`src/rtl/rxf_pkg.sv`:
```
`timescale 1ns/1ps
package rxf_pkg;
  localparam logic [7:0] SYNC_BYTE = 8'h7E;
  localparam logic [7:0] ESC_BYTE  = 8'h7D;
  localparam logic [7:0] ESC_FLIP  = 8'h20;

  typedef enum logic [1:0] {
    ST_HUNT = 2'd0,
    ST_ADDR = 2'd1,
    ST_DATA = 2'd2
  } rx_state_e;
endpackage

```
`src/rtl/rxf_destuff.sv`:
```
`timescale 1ns/1ps
module rxf_destuff
  import rxf_pkg::*;
(
  input  logic       clk_i,
  input  logic       rst_ni,
  input  logic       clear_i,
  input  logic       vld_i,
  input  logic [7:0] data_i,
  input  logic       ferr_i,
  output logic       sync_o,
  output logic       tok_vld_o,
  output logic [7:0] tok_o,
  output logic       esc_pend_o
);
  logic esc_q;
  logic is_esc;
  logic clean;

  always_comb begin
    clean      = vld_i && !ferr_i;
    sync_o     = clean && (data_i == SYNC_BYTE);
    is_esc     = clean && (data_i == ESC_BYTE) && !esc_q;
    tok_vld_o  = clean && !sync_o && !is_esc;
    tok_o      = esc_q ? (data_i ^ ESC_FLIP) : data_i;
    esc_pend_o = esc_q;
  end

  always_ff @(posedge clk_i or negedge rst_ni) begin
    if (!rst_ni)      esc_q <= 1'b0;
    else if (clear_i) esc_q <= 1'b0;
    else if (vld_i)   esc_q <= is_esc;
  end

  // an escape never survives the hunt state
  assert_esc_cleared_R6: assert property (@(posedge clk_i) disable iff (!rst_ni)
    $past(clear_i) |-> !esc_q);
endmodule

```
`src/rtl/rxf_payload.sv`:
```
`timescale 1ns/1ps
module rxf_payload #(
  parameter int DEPTH = 16,
  parameter int AW    = $clog2(DEPTH),
  parameter int CW    = $clog2(DEPTH + 1)
) (
  input  logic          clk_i,
  input  logic          rst_ni,
  input  logic          start_i,
  input  logic [7:0]    seed_i,
  input  logic          push_i,
  input  logic [7:0]    byte_i,
  output logic          wr_en_o,
  output logic [AW-1:0] wr_addr_o,
  output logic [7:0]    wr_data_o,
  output logic          ovr_o,
  output logic          good_o,
  output logic [CW-1:0] cnt_o
);
  logic          pend_vld_q;
  logic [7:0]    pend_q;
  logic [7:0]    sum_q;
  logic [CW-1:0] cnt_q;
  logic          wr_en_q;
  logic [AW-1:0] wr_addr_q;
  logic [7:0]    wr_data_q;
  logic          full;

  // last byte stays pending: it may turn out to be the checksum
  always_comb begin
    full   = (cnt_q == CW'(DEPTH));
    ovr_o  = push_i && pend_vld_q && full;
    good_o = pend_vld_q && (pend_q == sum_q);
    cnt_o  = cnt_q;
  end

  always_ff @(posedge clk_i or negedge rst_ni) begin
    if (!rst_ni) begin
      pend_vld_q <= 1'b0;
      pend_q     <= '0;
      sum_q      <= '0;
      cnt_q      <= '0;
      wr_en_q    <= 1'b0;
      wr_addr_q  <= '0;
      wr_data_q  <= '0;
    end else begin
      wr_en_q <= 1'b0;
      if (start_i) begin
        pend_vld_q <= 1'b0;
        sum_q      <= seed_i;
        cnt_q      <= '0;
      end else if (push_i) begin
        if (pend_vld_q && !full) begin
          wr_en_q   <= 1'b1;
          wr_addr_q <= cnt_q[AW-1:0];
          wr_data_q <= pend_q;
          sum_q     <= sum_q + pend_q;
          cnt_q     <= cnt_q + 1'b1;
        end
        pend_q     <= byte_i;
        pend_vld_q <= 1'b1;
      end
    end
  end

  assign wr_en_o   = wr_en_q;
  assign wr_addr_o = wr_addr_q;
  assign wr_data_o = wr_data_q;

  assert_write_follows_push_R3: assert property (@(posedge clk_i) disable iff (!rst_ni)
    wr_en_q |-> $past(push_i));

  always_comb begin
    if (rst_ni) assert_cnt_bound_R9: assert (cnt_q <= CW'(DEPTH));
  end
endmodule

```
`src/rtl/frame_rx_filter.sv`:
```
`timescale 1ns/1ps
module frame_rx_filter
  import rxf_pkg::*;
#(
  parameter int DEPTH = 16,
  localparam int AW   = $clog2(DEPTH),
  localparam int CW   = $clog2(DEPTH + 1)
) (
  input  logic          clk_i,
  input  logic          rst_ni,
  input  logic [7:0]    node_addr_i,
  input  logic          rx_vld_i,
  input  logic [7:0]    rx_data_i,
  input  logic          rx_ferr_i,
  output logic          wr_en_o,
  output logic [AW-1:0] wr_addr_o,
  output logic [7:0]    wr_data_o,
  output logic          frame_ok_o,
  output logic [CW-1:0] frame_len_o,
  output logic          err_diag_o,
  output logic          err_frame_o,
  output logic          err_ovr_o,
  output logic          err_ferr_o
);
  rx_state_e     st_q, st_d;
  logic          sync, tok_vld, esc_pend;
  logic [7:0]    tok;
  logic          start, push, ovr, good;
  logic [CW-1:0] cnt;
  logic          ok_d, bad_d, ovr_d, ferr_d, diag_d;
  logic          ok_q, bad_q, ovr_q, ferr_q, diag_q;
  logic [CW-1:0] len_q;
  logic          ferr_in;

  rxf_destuff u_destuff (
    .clk_i      (clk_i),
    .rst_ni     (rst_ni),
    .clear_i    (st_q == ST_HUNT),
    .vld_i      (rx_vld_i),
    .data_i     (rx_data_i),
    .ferr_i     (rx_ferr_i),
    .sync_o     (sync),
    .tok_vld_o  (tok_vld),
    .tok_o      (tok),
    .esc_pend_o (esc_pend)
  );

  rxf_payload #(.DEPTH(DEPTH), .AW(AW), .CW(CW)) u_payload (
    .clk_i     (clk_i),
    .rst_ni    (rst_ni),
    .start_i   (start),
    .seed_i    (tok),
    .push_i    (push),
    .byte_i    (tok),
    .wr_en_o   (wr_en_o),
    .wr_addr_o (wr_addr_o),
    .wr_data_o (wr_data_o),
    .ovr_o     (ovr),
    .good_o    (good),
    .cnt_o     (cnt)
  );

  always_comb begin
    st_d    = st_q;
    start   = 1'b0;
    push    = 1'b0;
    ok_d    = 1'b0;
    bad_d   = 1'b0;
    ovr_d   = 1'b0;
    ferr_d  = 1'b0;
    diag_d  = 1'b0;
    ferr_in = rx_vld_i && rx_ferr_i;
    unique case (st_q)
      ST_HUNT: begin
        if (ferr_in)       ferr_d = 1'b1;
        else if (sync)     st_d   = ST_ADDR;
        else if (rx_vld_i) diag_d = 1'b1;
      end
      ST_ADDR: begin
        if (ferr_in) begin
          ferr_d = 1'b1;
          st_d   = ST_HUNT;
        end else if (tok_vld) begin
          if (tok == node_addr_i) begin
            start = 1'b1;
            st_d  = ST_DATA;
          end else begin
            st_d  = ST_HUNT;
          end
        end
      end
      ST_DATA: begin
        if (ferr_in) begin
          ferr_d = 1'b1;
          st_d   = ST_HUNT;
        end else if (sync) begin
          // closing marker doubles as next opener
          if (good && !esc_pend) ok_d  = 1'b1;
          else                   bad_d = 1'b1;
          st_d = ST_ADDR;
        end else if (tok_vld) begin
          push = 1'b1;
          if (ovr) begin
            ovr_d = 1'b1;
            st_d  = ST_HUNT;
          end
        end
      end
      default: st_d = ST_HUNT;
    endcase
  end

  always_ff @(posedge clk_i or negedge rst_ni) begin
    if (!rst_ni) begin
      st_q   <= ST_HUNT;
      ok_q   <= 1'b0;
      bad_q  <= 1'b0;
      ovr_q  <= 1'b0;
      ferr_q <= 1'b0;
      diag_q <= 1'b0;
      len_q  <= '0;
    end else begin
      st_q   <= st_d;
      ok_q   <= ok_d;
      bad_q  <= bad_d;
      ovr_q  <= ovr_d;
      ferr_q <= ferr_d;
      diag_q <= diag_d;
      if (ok_d) len_q <= cnt;
    end
  end

  assign frame_ok_o  = ok_q;
  assign frame_len_o = len_q;
  assign err_diag_o  = diag_q;
  assign err_frame_o = bad_q;
  assign err_ovr_o   = ovr_q;
  assign err_ferr_o  = ferr_q;

  assert_strobes_exclusive_R3: assert property (@(posedge clk_i) disable iff (!rst_ni)
    $onehot0({ok_q, bad_q, ovr_q, ferr_q, diag_q}));

  assert_ok_reopens_R7: assert property (@(posedge clk_i) disable iff (!rst_ni)
    ok_q |-> (st_q == ST_ADDR));

  assert_no_overflow_R9: assert property (@(posedge clk_i) disable iff (!rst_ni)
    ovr_q |-> (st_q == ST_HUNT && !wr_en_o));

  assert_ferr_hunts_R10: assert property (@(posedge clk_i) disable iff (!rst_ni)
    ferr_q |-> (st_q == ST_HUNT));

  assert_diag_keeps_hunt_R2: assert property (@(posedge clk_i) disable iff (!rst_ni)
    diag_q |-> (st_q == ST_HUNT));

  assert_len_bound_R9: assert property (@(posedge clk_i) disable iff (!rst_ni)
    frame_ok_o |-> (frame_len_o <= CW'(DEPTH)));
endmodule

```
`config.mk`:
```
export PLATFORM = sky130hd
export DESIGN_NAME = frame_rx_filter
export DESIGN_NICKNAME = d
export VERILOG_FILES = /design/src/rtl/rxf_pkg.sv /design/src/rtl/rxf_destuff.sv /design/src/rtl/rxf_payload.sv /design/src/rtl/frame_rx_filter.sv
export SDC_FILE = /design/constraint.sdc
export NUM_CORES = 1
export LEC_CHECK = 0
export ABC_AREA = 1
export ABC_CLOCK_PERIOD_IN_PS = 2060
export BUFFER_PORTS_ARGS = -buffer_cell sky130_fd_sc_hd__buf_2
export CAP_MARGIN = 15
export CORE_ASPECT_RATIO = 0.6
export CORE_MARGIN = 4
export CORE_UTILIZATION = 40
export DETAILED_ROUTE_END_ITERATION = 10
export PLACE_DENSITY = 0.58
export SYNTH_ARGS = -nofsm -noshare
export SYNTH_HDL_FRONTEND = slang
export SYNTH_SLANG_ARGS = --single-unit
```
`constraint.sdc`:
```
create_clock -name clk_i -period 2.06 [get_ports clk_i]
set_clock_uncertainty 0.2 [all_clocks]
set_input_delay 0.412 -clock clk_i [delete_from_list [all_inputs] [get_ports clk_i]]
set_output_delay 0.412 -clock clk_i [all_outputs]
set_load 0.02 [all_outputs]
```
==> results.json <==
{
  "status": "completed",
  "route.detailed.drc": 0,
  "syn-num-nets": 371,
  "finalNetCount": 437,
  "report.final.setup_viol": 0,
  "clk_latency_ns": 0.32,
  "grt.total_usage_pct": 16.87,
  "synthAdderAreaFrac_pct": 5.050,
  "synth_top_family_by_area": "simple AND/OR/NAND/NOR gates",
  "synth_edf_count": 0,
  "synth_compound_gate_area_share_pct": 5.955,
  "synth_top_area_share_pct": 45.74,
  "avgViaCountPerCell": 4.764,
  "p_leak_nw": 1.863,
  "wl_um": 6439,
  "dp_cells": 483,
  "first_pass_iters": 4,
  "synth_xor_area_share_pct": 3.335,
  "start_kind": "flip-flop",
  "final_util_pct": 51.68,
  "fmax_mhz": 521.1,
  "syn-instance-count": 341,
  "peakVddDrop_mv": 0.2975,
  "fin_crit_ns": 1.919,
  "layout_setup_ws_ns": 0.1411,
  "finalNonFillerCells": 492,
  "synth_common_cells": "109 x nand2_1, 48 x dfrtp_1, 48 x nand3_1",
  "yosysMostFrequentCell": "nand2_1",
  "die_x_um": 112.6,
  "place_area_um2": 3089,
  "synth.yosys.warnings": 0,
  "finalCritPeriodShare_pct": 93.15,
  "cts_tree": "done",
  "drtIter0Drc": 116,
  "synth.avg_cell_area_um2": 7.702,
  "final_layout_size_suffix_gt1_share_pct": 22.55,
  "antennaDiodeCount": 0,
  "routedWlPerCell_um": 13.09,
  "cts_root_buf": "clkbuf_8",
  "coreArea_um2": 6248,
  "cts_buffer_depth": 2,
  "dominantRegCellSynth": "dfrtp_1",
  "synth_top_area_cell": "dfrtp_1",
  "pre_cts_ws_ns": -0.1169,
  "grt.overflow.total": 0,
  "max-slew-margin-rel_pct": 66.63,
  "yosysSeqAreaShare_pct": 45.74,
  "crit_type": "reg -> reg",
  "place_hpwl_um": 5062,
  "vias": 2344,
  "path_cells": "ha_1, or2_2, nor3_4, nand2_2, nand2_1, o21ai_1",
  "fillers": 605,
  "ys_ff_latch": 48,
  "io_pins": 43,
  "cts_buffers": 5,
  "clock_sinks": 48,
  "synth_cell_types": 26,
  "netlist_area_um2": 2626,
  "tns_ns": 0,
  "final_hold_viol_count": 0,
  "synthSimpleGateAreaFrac_pct": 31.59,
  "tightestPinTransition_ns": 0.5006,
  "critPathMaxFanout": 10,
  "port_buffers": 42,
  "cts.clk_slew.worst_paths_ns": 0.10,
  "critPathTopFamily": "simple AND/OR/NAND/NOR gates",
  "gp_congestion": 0.8402,
  "whs_ns": 0.1068,
  "async_reset_ff_share_pct": 100.0,
  "finalInstanceArea_um2": 3229,
  "grt_pass1_vias": 2237,
  "muxShareOfSynthArea_pct": 0,
  "antenna_found_initial": 0,
  "end_kind": "flip-flop",
  "h-tree-depth": 2,
  "max_stage_delay_ns": 0.41,
  "ant_nets": 0,
  "rsz0062_at_grt": "no",
  "arrival_ns": 1.93,
  "grt_pass1_wl_um": 10700,
  "die_area_um2": 7968,
  "syn_to_final_growth_pct": 22.96,
  "powerDensity_nw_per_um2": 549.8,
  "slew_viol_final": 0,
  "min_path_type": "in -> reg",
  "die_h_um": 70.77,
  "crit_required_ns": 2.07,
  "row_count": 22,
  "cpMaxStageDelayCell": "dfrtp_1",
  "start_util_pct": 42.03,
  "synth_area_leaders": "dfrtp_1 46%, nand2_1 16%, nand3_1 9.1%",
  "finalPower_mw": 1.776,
  "path_buf_inv": 0,
  "grt_max_degree": 22,
  "maxCapViolCount": 0
}
==> state kept, by name, indices dropped and copies added (netlist names) <==
| name | cells |
|---|---|
| u_payload.pend_q | 8 |
| u_payload.pend_vld_q | 1 |
| u_payload.wr_en_o | 1 |
| u_payload.wr_data_o | 8 |
| err_diag_o | 1 |
| err_ferr_o | 1 |
| frame_ok_o | 1 |
| err_frame_o | 1 |
| frame_len_o | 5 |
| st_q | 2 |
| err_ovr_o | 1 |
| u_destuff.esc_pend_o | 1 |
| u_payload.wr_addr_o | 4 |
| u_payload.cnt_o | 5 |
| u_payload.sum_q | 8 |
==> worst paths after layout <==
kind	start	end	slack, ns	depth (start not counted)
worst min register to register	u_payload.wr_data_o[2]	u_payload.wr_data_o[2]	0.28	2
min in group asynchronous	rst_ni	u_payload.pend_q[3]	0.38	2
worst max-delay path	u_payload.sum_q[1]	frame_len_o[1]	0.14	6
worst min-delay path	rx_vld_i	u_destuff.esc_pend_o	0.11	2
max in group asynchronous	rst_ni	u_payload.sum_q[5]	0.68	3
worst max register to register	u_payload.sum_q[1]	frame_len_o[1]	0.14	6
==> final cells by class <==
cell class | count | area, um2 | share of cell area (%)
multi-input combinational | 241 | 1220 | 37.78
clock inverter | 3 | 47.55 | 1.472
tap | 84 | 105.1 | 3.255
sequential | 48 | 1201 | 37.19
inverter | 45 | 168.9 | 5.231
clock buffer | 5 | 68.82 | 2.131
timing repair buffer | 66 | 417.9 | 12.94
==> cell families after synthesis <==
| family | Yosys count |
|---|---|
| buffers and inverters | 52 |
| adder cells (fa/ha/maj) | 10 |
| flip-flops | 48 |
| AND/OR/NAND/NOR | 191 |
| AO/OA/AOI/OAI | 30 |
| XOR/XNOR | 10 |
==> timing repair <==
action,CTS,global route
endpoints found under the hold margin,19,0
hold buffers,1,0
endpoints found under the setup margin,6,2
setup buffers,0,0
gates resized for setup,2,1
pin swaps,0,1
==> where the power goes <==
| part | switching (mW) | internal (mW) | total [mW] |
|---|---|---|---|
| combinational | 0.0740 | 0.0422 | 0.116 |
| clock | 0.349 | 0.366 | 0.715 |
| sequential | 0.000644 | 0.944 | 0.944 |
| total | 0.424 | 1.35 | 1.78 |
==> layout by cell type, fill, tap and decap left out, drive strengths merged, types with 2 or more instances in the layout <==
master	netlist	routed
inv	45	45
nand4	4	4
or2	2	2
clkbuf	0	5
dfrtp	48	48
nand2	111	111
ha	9	9
xor2	9	9
buf	7	65
clkinv	0	2
nor2	22	22
a21oi	7	7
nor3	3	3
o21ai	20	20
nand3	49	49
==> metal layers <==
metal  global-route usage [%]  wire length, um  share of wire (%)  vias up
li1                         -                -                  -     1212
met1                    25.47             3504                 54     1088
met2                    23.43             2601                 40       41
met3                    4.786              297                4.6        3
met4                    4.800               35               0.54        0
met5                        0                0                  0        -
No activity file was read; power rests on OpenSTA's default activity.
